--- config.mk ---
export PLATFORM = sky130hd
export DESIGN_NAME = jtag_chain_switch
export DESIGN_NICKNAME = d
export VERILOG_FILES = /design/src/rtl/jcs_pkg.sv /design/src/rtl/jcs_rst_sync.sv /design/src/rtl/jcs_tap_fsm.sv /design/src/rtl/jcs_instr.sv /design/src/rtl/jcs_sel_dr.sv /design/src/rtl/jcs_route.sv /design/src/rtl/jtag_chain_switch.sv
export SDC_FILE = /design/constraint.sdc
export NUM_CORES = 1
export LEC_CHECK = 0
export BUFFER_PORTS_ARGS = -buffer_cell sky130_fd_sc_hd__buf_2
export CELL_PAD_IN_SITES_DETAIL_PLACEMENT = 1
export CELL_PAD_IN_SITES_GLOBAL_PLACEMENT = 2
export CORE_ASPECT_RATIO = 0.6
export CORE_MARGIN = 3
export CORE_UTILIZATION = 29
export CTS_CLUSTER_DIAMETER = 50
export DETAILED_ROUTE_END_ITERATION = 6
export PLACE_DENSITY_LB_ADDON = 0.3
export SETUP_SLACK_MARGIN = 0.2
export SLEW_MARGIN = 20
export SYNTH_ARGS = -nofsm -noshare
export SYNTH_HDL_FRONTEND = slang
export SYNTH_SLANG_ARGS = --single-unit
--- constraint.sdc ---
create_clock -name tck -period 1.72 [get_ports tck]
set_input_delay 0.344 -clock tck [delete_from_list [all_inputs] [get_ports tck]]
set_output_delay 0.344 -clock tck [all_outputs]
set_load 0.05 [all_outputs]
--- src/rtl/jcs_pkg.sv ---
package jcs_pkg;

  typedef enum logic [3:0] {
    TS_DR_EXIT2 = 4'h0,
    TS_DR_EXIT1 = 4'h1,
    TS_DR_SHIFT = 4'h2,
    TS_DR_PAUSE = 4'h3,
    TS_IR_SEL   = 4'h4,
    TS_DR_UPD   = 4'h5,
    TS_DR_CAP   = 4'h6,
    TS_DR_SEL   = 4'h7,
    TS_IR_EXIT2 = 4'h8,
    TS_IR_EXIT1 = 4'h9,
    TS_IR_SHIFT = 4'hA,
    TS_IR_PAUSE = 4'hB,
    TS_IDLE     = 4'hC,
    TS_IR_UPD   = 4'hD,
    TS_IR_CAP   = 4'hE,
    TS_RESET    = 4'hF
  } tap_state_e;

  function automatic tap_state_e tap_step(input tap_state_e s, input logic m);
    tap_state_e n;
    case (s)
      TS_RESET:    n = m ? TS_RESET    : TS_IDLE;
      TS_IDLE:     n = m ? TS_DR_SEL   : TS_IDLE;
      TS_DR_SEL:   n = m ? TS_IR_SEL   : TS_DR_CAP;
      TS_DR_CAP:   n = m ? TS_DR_EXIT1 : TS_DR_SHIFT;
      TS_DR_SHIFT: n = m ? TS_DR_EXIT1 : TS_DR_SHIFT;
      TS_DR_EXIT1: n = m ? TS_DR_UPD   : TS_DR_PAUSE;
      TS_DR_PAUSE: n = m ? TS_DR_EXIT2 : TS_DR_PAUSE;
      TS_DR_EXIT2: n = m ? TS_DR_UPD   : TS_DR_SHIFT;
      TS_DR_UPD:   n = m ? TS_DR_SEL   : TS_IDLE;
      TS_IR_SEL:   n = m ? TS_RESET    : TS_IR_CAP;
      TS_IR_CAP:   n = m ? TS_IR_EXIT1 : TS_IR_SHIFT;
      TS_IR_SHIFT: n = m ? TS_IR_EXIT1 : TS_IR_SHIFT;
      TS_IR_EXIT1: n = m ? TS_IR_UPD   : TS_IR_PAUSE;
      TS_IR_PAUSE: n = m ? TS_IR_EXIT2 : TS_IR_PAUSE;
      TS_IR_EXIT2: n = m ? TS_IR_UPD   : TS_IR_SHIFT;
      TS_IR_UPD:   n = m ? TS_DR_SEL   : TS_IDLE;
      default:     n = TS_RESET;
    endcase
    return n;
  endfunction

endpackage

--- src/rtl/jcs_rst_sync.sv ---
module jcs_rst_sync (
  input  logic clk,
  input  logic arst_n,
  output logic rst_n_o
);
  logic [1:0] stage_q;

  always_ff @(posedge clk or negedge arst_n) begin
    if (!arst_n) stage_q <= 2'b00;
    else         stage_q <= {stage_q[0], 1'b1};
  end

  assign rst_n_o = stage_q[1];
endmodule

--- src/rtl/jcs_tap_fsm.sv ---
module jcs_tap_fsm
  import jcs_pkg::*;
(
  input  logic       tck,
  input  logic       rst_n,
  input  logic       tms,
  output tap_state_e state_o,
  output logic       tlr_o,
  output logic       idle_o,
  output logic       cap_dr_o,
  output logic       sh_dr_o,
  output logic       upd_dr_o,
  output logic       cap_ir_o,
  output logic       sh_ir_o,
  output logic       upd_ir_o
);
  tap_state_e state_q, state_d;

  always_comb state_d = tap_step(state_q, tms);

  always_ff @(posedge tck or negedge rst_n) begin
    if (!rst_n) state_q <= TS_RESET;
    else        state_q <= state_d;
  end

  always_comb begin
    tlr_o    = (state_q == TS_RESET);
    idle_o   = (state_q == TS_IDLE);
    cap_dr_o = (state_q == TS_DR_CAP);
    sh_dr_o  = (state_q == TS_DR_SHIFT);
    upd_dr_o = (state_q == TS_DR_UPD);
    cap_ir_o = (state_q == TS_IR_CAP);
    sh_ir_o  = (state_q == TS_IR_SHIFT);
    upd_ir_o = (state_q == TS_IR_UPD);
  end

  assign state_o = state_q;
endmodule

--- src/rtl/jcs_instr.sv ---
module jcs_instr #(
  parameter int IR_W = 4
) (
  input  logic            tck,
  input  logic            rst_n,
  input  logic            tlr,
  input  logic            cap_ir,
  input  logic            sh_ir,
  input  logic            upd_ir,
  input  logic            tdi,
  output logic [IR_W-1:0] ir_o,
  output logic            sr_lsb_o
);
  localparam logic [IR_W-1:0] CAPTURE_VAL = IR_W'(1);
  localparam logic [IR_W-1:0] BYPASS_VAL  = '1;

  logic [IR_W-1:0] sr_q, sr_d, ir_q, ir_d;

  always_comb begin
    sr_d = sr_q;
    if (cap_ir)     sr_d = CAPTURE_VAL;
    else if (sh_ir) sr_d = {tdi, sr_q[IR_W-1:1]};
    ir_d = ir_q;
    if (tlr)         ir_d = BYPASS_VAL;
    else if (upd_ir) ir_d = sr_q;
  end

  always_ff @(posedge tck or negedge rst_n) begin
    if (!rst_n) begin
      sr_q <= '0;
      ir_q <= BYPASS_VAL;
    end else begin
      sr_q <= sr_d;
      ir_q <= ir_d;
    end
  end

  assign ir_o     = ir_q;
  assign sr_lsb_o = sr_q[0];
endmodule

--- src/rtl/jcs_sel_dr.sv ---
module jcs_sel_dr #(
  parameter int N_SLV = 3
) (
  input  logic             tck,
  input  logic             rst_n,
  input  logic             tlr,
  input  logic             idle,
  input  logic             cap_dr,
  input  logic             sh_dr,
  input  logic             upd_dr,
  input  logic             sel_ir,
  input  logic             tdi,
  output logic             dr_lsb_o,
  output logic [N_SLV-1:0] pend_o,
  output logic [N_SLV-1:0] act_o
);
  logic [N_SLV-1:0] sr_q, sr_d, pend_q, pend_d, act_q, act_d, shifted;
  logic             byp_q, byp_d;

  if (N_SLV > 1) begin : g_wide
    assign shifted = {tdi, sr_q[N_SLV-1:1]};
  end else begin : g_one
    assign shifted = tdi;
  end

  always_comb begin
    sr_d   = sr_q;
    byp_d  = byp_q;
    pend_d = pend_q;
    act_d  = act_q;
    if (sel_ir) begin
      if (cap_dr)     sr_d = act_q;
      else if (sh_dr) sr_d = shifted;
    end else begin
      if (cap_dr)     byp_d = 1'b0;
      else if (sh_dr) byp_d = tdi;
    end
    if (tlr) begin
      pend_d = '0;
      act_d  = '0;
    end else begin
      if (upd_dr && sel_ir) pend_d = sr_q;
      if (idle)             act_d  = pend_q;
    end
  end

  always_ff @(posedge tck or negedge rst_n) begin
    if (!rst_n) begin
      sr_q   <= '0;
      byp_q  <= 1'b0;
      pend_q <= '0;
      act_q  <= '0;
    end else begin
      sr_q   <= sr_d;
      byp_q  <= byp_d;
      pend_q <= pend_d;
      act_q  <= act_d;
    end
  end

  assign dr_lsb_o = sel_ir ? sr_q[0] : byp_q;
  assign pend_o   = pend_q;
  assign act_o    = act_q;
endmodule

--- src/rtl/jcs_route.sv ---
module jcs_route #(
  parameter int N_SLV = 3
) (
  input  logic             tck,
  input  logic             rst_n,
  input  logic [N_SLV-1:0] act,
  input  logic             own_bit,
  input  logic [N_SLV-1:0] slv_tdo,
  output logic [N_SLV-1:0] slv_tdi,
  output logic [N_SLV-1:0] slv_tck,
  output logic             chain_o
);
  logic [N_SLV:0]   link;
  logic [N_SLV-1:0] gate_q;

  // gate moves while tck is low, so a slave clock never gets a runt pulse
  always_ff @(negedge tck or negedge rst_n) begin
    if (!rst_n) gate_q <= '0;
    else        gate_q <= act;
  end

  assign link[0] = own_bit;

  for (genvar i = 0; i < N_SLV; i++) begin : g_slot
    assign slv_tdi[i]  = link[i];
    assign link[i+1]   = act[i] ? slv_tdo[i] : link[i];
    assign slv_tck[i]  = tck & gate_q[i];
  end

  assign chain_o = link[N_SLV];
endmodule

--- src/rtl/jtag_chain_switch.sv ---
module jtag_chain_switch #(
  parameter int              N_SLAVES = 3,
  parameter int              IR_W     = 4,
  parameter logic [IR_W-1:0] SEL_CODE = 4'b0010
) (
  input  logic                tck,
  input  logic                trst_n,
  input  logic                tms,
  input  logic                tdi,
  output logic                tdo,
  output logic                tdo_oe,
  output logic [N_SLAVES-1:0] slv_tck,
  output logic [N_SLAVES-1:0] slv_tms,
  output logic [N_SLAVES-1:0] slv_tdi,
  input  logic [N_SLAVES-1:0] slv_tdo,
  output logic [N_SLAVES-1:0] slv_en
);
  import jcs_pkg::*;

  logic                rst_n;
  tap_state_e          tap_state;
  logic                st_tlr, st_idle, st_cap_dr, st_sh_dr, st_upd_dr;
  logic                st_cap_ir, st_sh_ir, st_upd_ir;
  logic [IR_W-1:0]     ir_q;
  logic                ir_lsb, dr_lsb, sel_ir;
  logic [N_SLAVES-1:0] sel_pend, sel_act;
  logic                own_q, own_d, oe_q, oe_d;

  jcs_rst_sync u_rst (.clk(tck), .arst_n(trst_n), .rst_n_o(rst_n));

  jcs_tap_fsm u_fsm (
    .tck(tck), .rst_n(rst_n), .tms(tms), .state_o(tap_state),
    .tlr_o(st_tlr), .idle_o(st_idle), .cap_dr_o(st_cap_dr), .sh_dr_o(st_sh_dr),
    .upd_dr_o(st_upd_dr), .cap_ir_o(st_cap_ir), .sh_ir_o(st_sh_ir), .upd_ir_o(st_upd_ir)
  );

  jcs_instr #(.IR_W(IR_W)) u_ir (
    .tck(tck), .rst_n(rst_n), .tlr(st_tlr), .cap_ir(st_cap_ir), .sh_ir(st_sh_ir),
    .upd_ir(st_upd_ir), .tdi(tdi), .ir_o(ir_q), .sr_lsb_o(ir_lsb)
  );

  assign sel_ir = (ir_q == SEL_CODE);

  jcs_sel_dr #(.N_SLV(N_SLAVES)) u_dr (
    .tck(tck), .rst_n(rst_n), .tlr(st_tlr), .idle(st_idle), .cap_dr(st_cap_dr),
    .sh_dr(st_sh_dr), .upd_dr(st_upd_dr), .sel_ir(sel_ir), .tdi(tdi),
    .dr_lsb_o(dr_lsb), .pend_o(sel_pend), .act_o(sel_act)
  );

  // switcher's own serial output, launched on the falling edge
  always_comb begin
    oe_d  = st_sh_ir | st_sh_dr;
    own_d = own_q;
    if (st_sh_ir)      own_d = ir_lsb;
    else if (st_sh_dr) own_d = dr_lsb;
  end

  always_ff @(negedge tck or negedge rst_n) begin
    if (!rst_n) begin
      own_q <= 1'b0;
      oe_q  <= 1'b0;
    end else begin
      own_q <= own_d;
      oe_q  <= oe_d;
    end
  end

  jcs_route #(.N_SLV(N_SLAVES)) u_route (
    .tck(tck), .rst_n(rst_n), .act(sel_act), .own_bit(own_q), .slv_tdo(slv_tdo),
    .slv_tdi(slv_tdi), .slv_tck(slv_tck), .chain_o(tdo)
  );

  assign tdo_oe  = oe_q;
  assign slv_tms = {N_SLAVES{tms}};
  assign slv_en  = sel_act;
endmodule

==> metrics.cfg, run 1 <==
[run_status]
status=complete, but fails checks
violations=setup timing

[timing]
setup_slack_ps=-1190
clock_skew_ps=25.3
hold_viol_final=0
drv_slew=0
timing.setup.tns_ps=-6120
setup_viol=13
hold_slack_ps=247
rsz0062_at_grt=true

[power]
swShare=0.388
p_seq_frac=0.266
power_switching_w=0.00172
max-vdd-ir-drop_v=0.000553
combPwrFrac=0.495
clkPwrFrac=0.239
p_leak_nw=1.01
power.internal_w=0.00272
total_power_w=0.00444
cellPowerDensity_nw_per_um2=2050

[detailed_routing]
drt-total-wl_um=4190
drt_iter0_drc=34
wl_per_cell_um=16.9
vias_per_cell=4.96
route.detailed.drc=0
firstDrtPassIters=4
drtAntennaViolNets=0
via_count=1231

[place]
dp.final_hpwl_um=2610
gp_congestion=0.692
io_buffers=20

[yosys]
synth_top_area_share=0.284
synth_most_common_cell=dfrtp_1
synth_area_um2=1410
synth_ff_type=dfrtp_1
synth_seq_cells=29
yosysWarningCount=0
synth_common_cells=16 x dfrtp_1, 14 x nand2_1, 12 x o21ai_0, 11 x a21oi_1
async_reset_ff_frac=1.00
syn-num-nets=141
synthCells=134
synthTopCellsByArea=dfrtp_1 28%, dfstp_2 15%, dfrtn_1 8.9%
syn_avg_cell_area_um2=10.5
yosysUniqueCellTypes=36
synth-seq-area-share=0.522
yosys.area.top_type=dfrtp_1
synth_edf_count=0

[die]
core-area_um2=4390
die_h_um=60.0
ios=21
die_area_um2=5760
dieWidth_um=96.0
start_util=0.321
row_count=18

[finish]
fill_cells=467
layout.nets=193
syn_to_final_growth_pct=53.8
drive_above_1_share=0.516
diodes=0

[critical_path]
reg2reg_depth=3
end_kind=output port
start_kind=flop
worstPathRequired_ps=1380
arrival_ps=2570
critPathMaxFanout=2
worstSetupPathType=flop to output port
regToRegSetupSlack_ps=-520

[grt]
first_global_vias=1251
grt_pass1_wl_um=6360
grt.overflow.total=0
grt_max_degree=21
antenna_found_initial=0
gr-usage-all-layers=0.164

[flow_run]
cap_violations=0

[cts]
cts.clk_slew.worst_paths_ps=70
cts_tree=yes
clk_latency_ps=410

[worst_hold_path]
holdPathStages=3
min_path_type=primary input to flop

==> path summary, 6_finish.rpt <==
kind                                  start           endpoint
max                                   own_q                tdo
min                                     tdi         u_dr.byp_q
max reg2reg                    u_ir.ir_o[1]              own_q
min reg2reg                u_rst.stage_q[1]   u_fsm.state_o[0]
max in group asynchronous  u_rst.stage_q[1]  u_route.gate_q[0]
min in group asynchronous            trst_n   u_rst.stage_q[1]
==> cells by family (layout without fill, tap and decap cells) <==
kind of cell,Yosys count,after routing,synth area share
buffers and inverters,13,67,0.0488
flip-flops,29,29,0.522
AO/OA/AOI/OAI,37,37,0.158
AND/OR/NAND/NOR,46,46,0.204
other,1,1,0.00266
multiplexers,8,8,0.0648
==> cells in the final DEF, fill, tap and decap left out, types with 3 or more instances in the layout <==
| cell | n |
|---|---|
| a21oi_1 | 10 |
| a31oi_1 | 3 |
| and2_4 | 3 |
| and4b_1 | 3 |
| buf_2 | 12 |
| buf_4 | 21 |
| buf_6 | 8 |
| buf_8 | 6 |
| clkbuf_8 | 11 |
| dfrtn_1 | 5 |
| dfrtp_1 | 14 |
| dfstp_2 | 8 |
| mux2_4 | 3 |
| mux2i_1 | 5 |
| nand2_1 | 12 |
| nand2b_1 | 4 |
| nand3_1 | 4 |
| nor2_1 | 8 |
| o21ai_0 | 7 |
| o21ai_1 | 3 |
| o21ai_2 | 3 |
==> power by group through the flow <==
stage          clock network, W  registers (W)  logic, W
2_1_floorplan         0.0000546        0.00126   0.00103
3_3_place_gp          0.0000616        0.00117   0.00154
3_5_place_dp          0.0000616        0.00118   0.00158
4_1_cts                 0.00110        0.00118   0.00194
5_1_grt                 0.00115        0.00122   0.00235
6_report                0.00106        0.00118   0.00220
==> state kept, by name, indices dropped and copies added, names as in the netlist <==
signal / count
u_fsm.state_o: 4
u_ir.ir_o: 4
u_ir.sr_q: 4
u_dr.act_o: 3
u_dr.pend_o: 3
u_dr.sr_q: 3
u_route.gate_q: 3
u_rst.stage_q: 2
own_q: 1
tdo_oe: 1
u_dr.byp_q: 1
==> layer usage <==
metal | GRT usage | share of wire | vias up
li1 | - | - | 576
met1 | 0.212 | 0.50 | 607
met2 | 0.204 | 0.42 | 38
met3 | 0.0767 | 0.060 | 10
met4 | 0.132 | 0.026 | 0
met5 | 0 | 0 | -
==> stage by stage <==
stage / instance area [um2] / instances / utilization / worst slack, ps
floorplan: 1440 / 134 / - / -933
global placement: 1660 / 219 / 0.379 / -806
detailed placement: 1660 / 219 / 0.379 / -819
CTS: 2030 / 240 / 0.462 / -1210
global route: 2170 / 248 / 0.494 / -1250
finish: 2170 / 248 / 0.494 / -1190
==> what timing repair did <==
| action | in CTS | in global routing |
|---|---|---|
| setup buffers | 6 | 8 |
| gates cloned | 1 | 0 |
| resized for setup | 31 | 24 |
| endpoints found under the setup margin | 22 | 31 |
| pin swaps | 3 | 9 |
| endpoints found under the hold margin | 2 | 0 |
| hold buffers | 1 | 0 |
==> critical path, cell delays in order, from the launching register on <==
cell	delay (ps)
dfrtn_1	340
mux2_4	270
mux2_4	270
mux2_4	270
buf_6	150
==> area by class of cell <==
class                   instances  area [um2]  share of cell area
clock buffers                  14         196              0.0906
inverters                       2        7.51             0.00346
well taps                      60        75.1              0.0346
repair buffers                 49         438               0.202
clock inverters                 2        22.5              0.0104
multi-input cells              92         691               0.319
flip-flops and latches         29         738               0.340
Power figures use the tool's default switching activity.
==> run 2: changes to the inputs <==
--- a/config.mk
+++ b/config.mk
@@ -14,7 +14,6 @@
 export CTS_CLUSTER_DIAMETER = 50
 export DETAILED_ROUTE_END_ITERATION = 6
 export PLACE_DENSITY_LB_ADDON = 0.3
-export SETUP_SLACK_MARGIN = 0.2
 export SLEW_MARGIN = 20
 export SYNTH_ARGS = -nofsm -noshare
 export SYNTH_HDL_FRONTEND = slang
==> run 2 against run 1 <==
  * The flow still finishes with violations (setup timing)
  * Utilization fell by 3.7 points
  * Final cell count is 3.2% lower
  * Clock power decreased by 7%
  * Count of clock-buffer cells in the layout decreased by 1
  * Clock skew up 2.4 ps
  * First-iteration DRC count grew 62%
  * Sequential share of layout area rose by 2.7 points
  * Critical path depth did not move
  * Critical endpoint unchanged
==> metrics.cfg, run 2 (synthesis results as in run 1) <==
[run_status]
status=complete, but fails checks
violations=setup timing

[detailed_routing]
route.detailed.drc=0
drtAntennaViolNets=0
drt-total-wl_um=4080
drt_iter0_drc=55
vias_per_cell=4.91
wl_per_cell_um=17.0
via_count=1178
firstDrtPassIters=4

[timing]
setup_viol=14
timing.setup.tns_ps=-6630
setup_slack_ps=-1240
relSlewSlack=0.635
drv_slew=0
hold_viol_final=0
hold_slack_ps=285
rsz0062_at_grt=true
clock_skew_ps=27.7
worst_pin_slew_ps=545

[grt]
grt_max_degree=22
grt.overflow.total=0
gr-usage-all-layers=0.162
grt_busiest_layer=met2
gr-usage-met3=0.0755
grt_pass1_wl_um=6470
grtUsageMet2=0.211
first_global_vias=1324
antenna_found_initial=0
grtUsageMet1=0.208

[critical_path]
end_kind=output port
critPathMaxFanout=2
start_kind=flop
worstSetupPathType=flop to output port
worstPathRequired_ps=1380
arrival_ps=2610

[die]
core-area_um2=4390
die_h_um=60.0
start_util=0.321
dieWidth_um=96.0
ios=21
row_count=18
die_area_um2=5760

[power]
cellPowerDensity_nw_per_um2=2050
max-vdd-ir-drop_v=0.000520
total_power_w=0.00411
p_leak_nw=0.936

[flow_run]
cap_violations=0

[finish]
diodes=0
syn_to_final_growth_pct=42.1
layout.nets=185
drive_above_1_share=0.428
mostFrequentLayoutCell=buf_4
final_cell_mix=17 x buf_4, 16 x dfrtp_1, 14 x nand2_1

[place]
gp_congestion=0.726
dp.final_hpwl_um=2740
io_buffers=20

[cts]
clk_latency_ps=410
cts_tree=yes
cts.clk_slew.worst_paths_ps=70

[worst_hold_path]
min_path_type=primary input to asynchronous set/reset pin

-- run 2: cell types whose count changed in the layout (fill, tap and decap cells not counted), sizes merged --
cell and delta:
buf -8, clkbuf -1, clkinv +1
-- run 2: through the flow --
step / cells / setup slack (ps) / utilization / area [um2]
final: 240 / -1240 / 0.456 / 2000
after global routing: 240 / -1280 / 0.456 / 2000
after CTS: 236 / -1250 / 0.437 / 1920
after detailed placement: 220 / -861 / 0.379 / 1660
after global placement: 220 / -807 / 0.379 / 1660
after floorplan: 134 / -933 / - / 1430
-- run 2: final cells by class --
cell class	instances	area [um2]
clock inverters	3	27.5
well taps	60	75.1
inverters	2	7.51
fillers	492	2390
clock buffers	13	173
multi-input cells	92	641
flip-flops and latches	29	736
repair buffers	41	345
-- run 2: where the power goes --
part,total (W),switching [W],internal [W]
Sequential,0.00116,0.000172,0.000985
Combinational,0.00196,0.00107,0.000890
Clock,0.000986,0.000387,0.000599
Total,0.00411,0.00163,0.00247
-- run 2: critical path, cell delays in order, from the launching register on --
cell	delay (ps)
dfrtn_1	360
mux2_4	280
mux2_4	270
mux2_4	270
buf_6	150
-- run 2: path summary, 6_finish.rpt --
path,slack [ps],endpoint,cells after the start,from
max reg2reg,-540,own_q,3,u_ir.ir_o[1]
max in group asynchronous,530,u_route.gate_q[2],0,u_rst.stage_q[1]
min in group tck,300,u_dr.byp_q,3,tdi
min reg2reg,360,u_rst.stage_q[1],0,u_rst.stage_q[0]
min,290,u_rst.stage_q[1],2,trst_n
max,-1240,tdo,4,own_q
-- run 2: layer usage --
layer | part of all wire | wire, um
met1 | 0.51 | 2060
met2 | 0.42 | 1720
met3 | 0.054 | 220
met4 | 0.017 | 69
met5 | 0 | 0
-- run 2: repair_timing --
item / in CTS / in global routing
gates resized for setup: 22 / 12
gates cloned: 0 / 1
endpoints found under the hold margin: 2 / 0
setup endpoints to repair: 15 / 18
hold buffers: 1 / 0
setup buffers: 2 / 3
pin swaps: 1 / 0
==> run 3: changes to the inputs <==
--- a/config.mk
+++ b/config.mk
@@ -13,7 +13,7 @@
 export CORE_UTILIZATION = 29
 export CTS_CLUSTER_DIAMETER = 50
 export DETAILED_ROUTE_END_ITERATION = 6
-export PLACE_DENSITY_LB_ADDON = 0.3
+export PLACE_DENSITY_LB_ADDON = 0.1
 export SLEW_MARGIN = 20
 export SYNTH_ARGS = -nofsm -noshare
 export SYNTH_HDL_FRONTEND = slang
==> constraint.sdc (replaced) <==
create_clock -name tck -period 2.7 [get_ports tck]
set_input_delay 0.54 -clock tck [delete_from_list [all_inputs] [get_ports tck]]
set_output_delay 0.54 -clock tck [all_outputs]
set_load 0.05 [all_outputs]
==> run 3 against run 2 <==
  * Total power fell by 38%
  * Final cell count fell by 3.3%
  * Routed wire length fell by 2.7%
  * Worst hold slack got worse by 30 ps
  * Design area fell by 4.0%
  * The flow still finishes with violations (setup timing)
  * Utilization fell by 1.8 points
  * Highest routed layer unchanged
  * Via count fell by 2.8%
  * Non-clock buffer count fell by 8
  * Sequential share of layout area rose by 1.5 points
  * Flip-flop and latch count did not move
  * Setup slack improved by 310 ps
==> metrics.cfg, run 3 (synthesis results as in run 1) <==
[cts]
clk_latency_ps=400
cts_tree=yes
cts.clk_slew.worst_paths_ps=60

[grt]
antenna_found_initial=0
grt_pass1_wl_um=6260
first_global_vias=1234
grt_max_degree=22
gr-usage-all-layers=0.159
grt.overflow.total=0

[finish]
mostFrequentLayoutCell=dfrtp_1
layout.nets=177
drive_above_1_share=0.384
final_cell_mix=16 x dfrtp_1, 14 x nand2_1, 12 x o21ai_0, 12 x buf_2, 12 x buf_4
diodes=0
layout.cells.non_filler=232
syn_to_final_growth_pct=36.5

[timing]
relSlewSlack=0.589
rsz0062_at_grt=true
setup_viol=12
setup_slack_ps=-925
worst_pin_slew_ps=617
hold_viol_final=0
timing.setup.tns_ps=-3750
drv_slew=0
clock_skew_ps=28.6

[power]
power.internal_w=0.00154
combPwrFrac=0.418
p_seq_frac=0.310
max-vdd-ir-drop_v=0.000344
clkPwrFrac=0.272
swShare=0.393
power_switching_w=0.000996
p_leak_nw=0.884
cellPowerDensity_nw_per_um2=1320
total_power_w=0.00253

[critical_path]
reg2reg_depth=3
worstPathRequired_ps=2160
regToRegSetupSlack_ps=-50
arrival_ps=3090
worstSetupPathType=flop to output port
critPathMaxFanout=2
start_kind=flop
r2r_start=u_ir.ir_o[1]
reg2reg_to=own_q
end_kind=output port

[detailed_routing]
drtAntennaViolNets=0
vias_per_cell=4.94
route.detailed.drc=0
drt_iter0_drc=54
wl_per_cell_um=17.1
via_count=1145
firstDrtPassIters=4
drt-total-wl_um=3960

[die]
core-area_um2=4390
dieWidth_um=96.0
start_util=0.321
row_count=18
die_h_um=60.0
ios=21
die_area_um2=5760

[place]
gp_congestion=0.735
dp.final_hpwl_um=2730
io_buffers=20
dp_cells=213

[flow_run]
cap_violations=0

[worst_hold_path]
min_path_type=flop to asynchronous set/reset pin

[run_status]
status=complete, but fails checks
violations=setup timing

## run 3: worst max path at each step
| stage | to | depth (start not counted) | slack, ps | start |
|---|---|---|---|---|
| after floorplan | tdo | 3 | -640 | own_q |
| after global placement | tdo | 4 | -510 | own_q |
| after detailed placement | tdo | 4 | -560 | own_q |
| after CTS | tdo | 4 | -940 | own_q |
| after global routing | tdo | 4 | -970 | own_q |
| final | tdo | 4 | -930 | own_q |
## run 3: worst max-delay path, cell delays in order (launching register included)
cell	delay, ps
dfrtn_1	340
mux2_4	270
mux2_4	280
mux2_4	280
buf_6	150
## run 3: layout make-up
cell class                      instances  area (um2)
Clock buffer                           15         223
Clock inverter                          1        5.00
Fill cell                             494        2470
Inverter                                2        7.51
Multi-Input combinational cell         92         617
Sequential cell                        29         736
Tap cell                               60        75.1
Timing Repair Buffer                   33         262
## run 3: stage by stage
step	worst slack (ps)	instance area, um2	hold slack (ps)	util
global route	-972	1920	314	0.438
floorplan	-639	1410	244	-
global placement	-515	1600	262	0.365
detailed placement	-559	1600	274	0.365
finish	-925	1920	255	0.438
CTS	-939	1910	277	0.434
## run 3: metal layers
metal,up-vias,track usage,routed length (um)
met5,-,0,0
met4,0,0.103,63
met3,8,0.0717,211
met2,27,0.210,1720
met1,562,0.206,1970
li1,548,-,-
## run 3: power groups by stage
stage	Sequential [W]	Combinational [W]	Clock, W
6_report	0.000785	0.00106	0.000690
5_1_grt	0.000809	0.00115	0.000746
3_3_place_gp	0.000775	0.000904	0.0000348
3_5_place_dp	0.000788	0.000927	0.0000348
4_1_cts	0.000784	0.00103	0.000714
2_1_floorplan	0.000798	0.000640	0.0000294
## run 3: what timing repair did
action                                 in CTS  in global routing
resized for setup                          25                  4
setup endpoints to repair                  12                 12
endpoints found under the hold margin       2                  0
pin swaps                                   2                  0
setup buffers                               4                  1
hold buffers                                1                  0
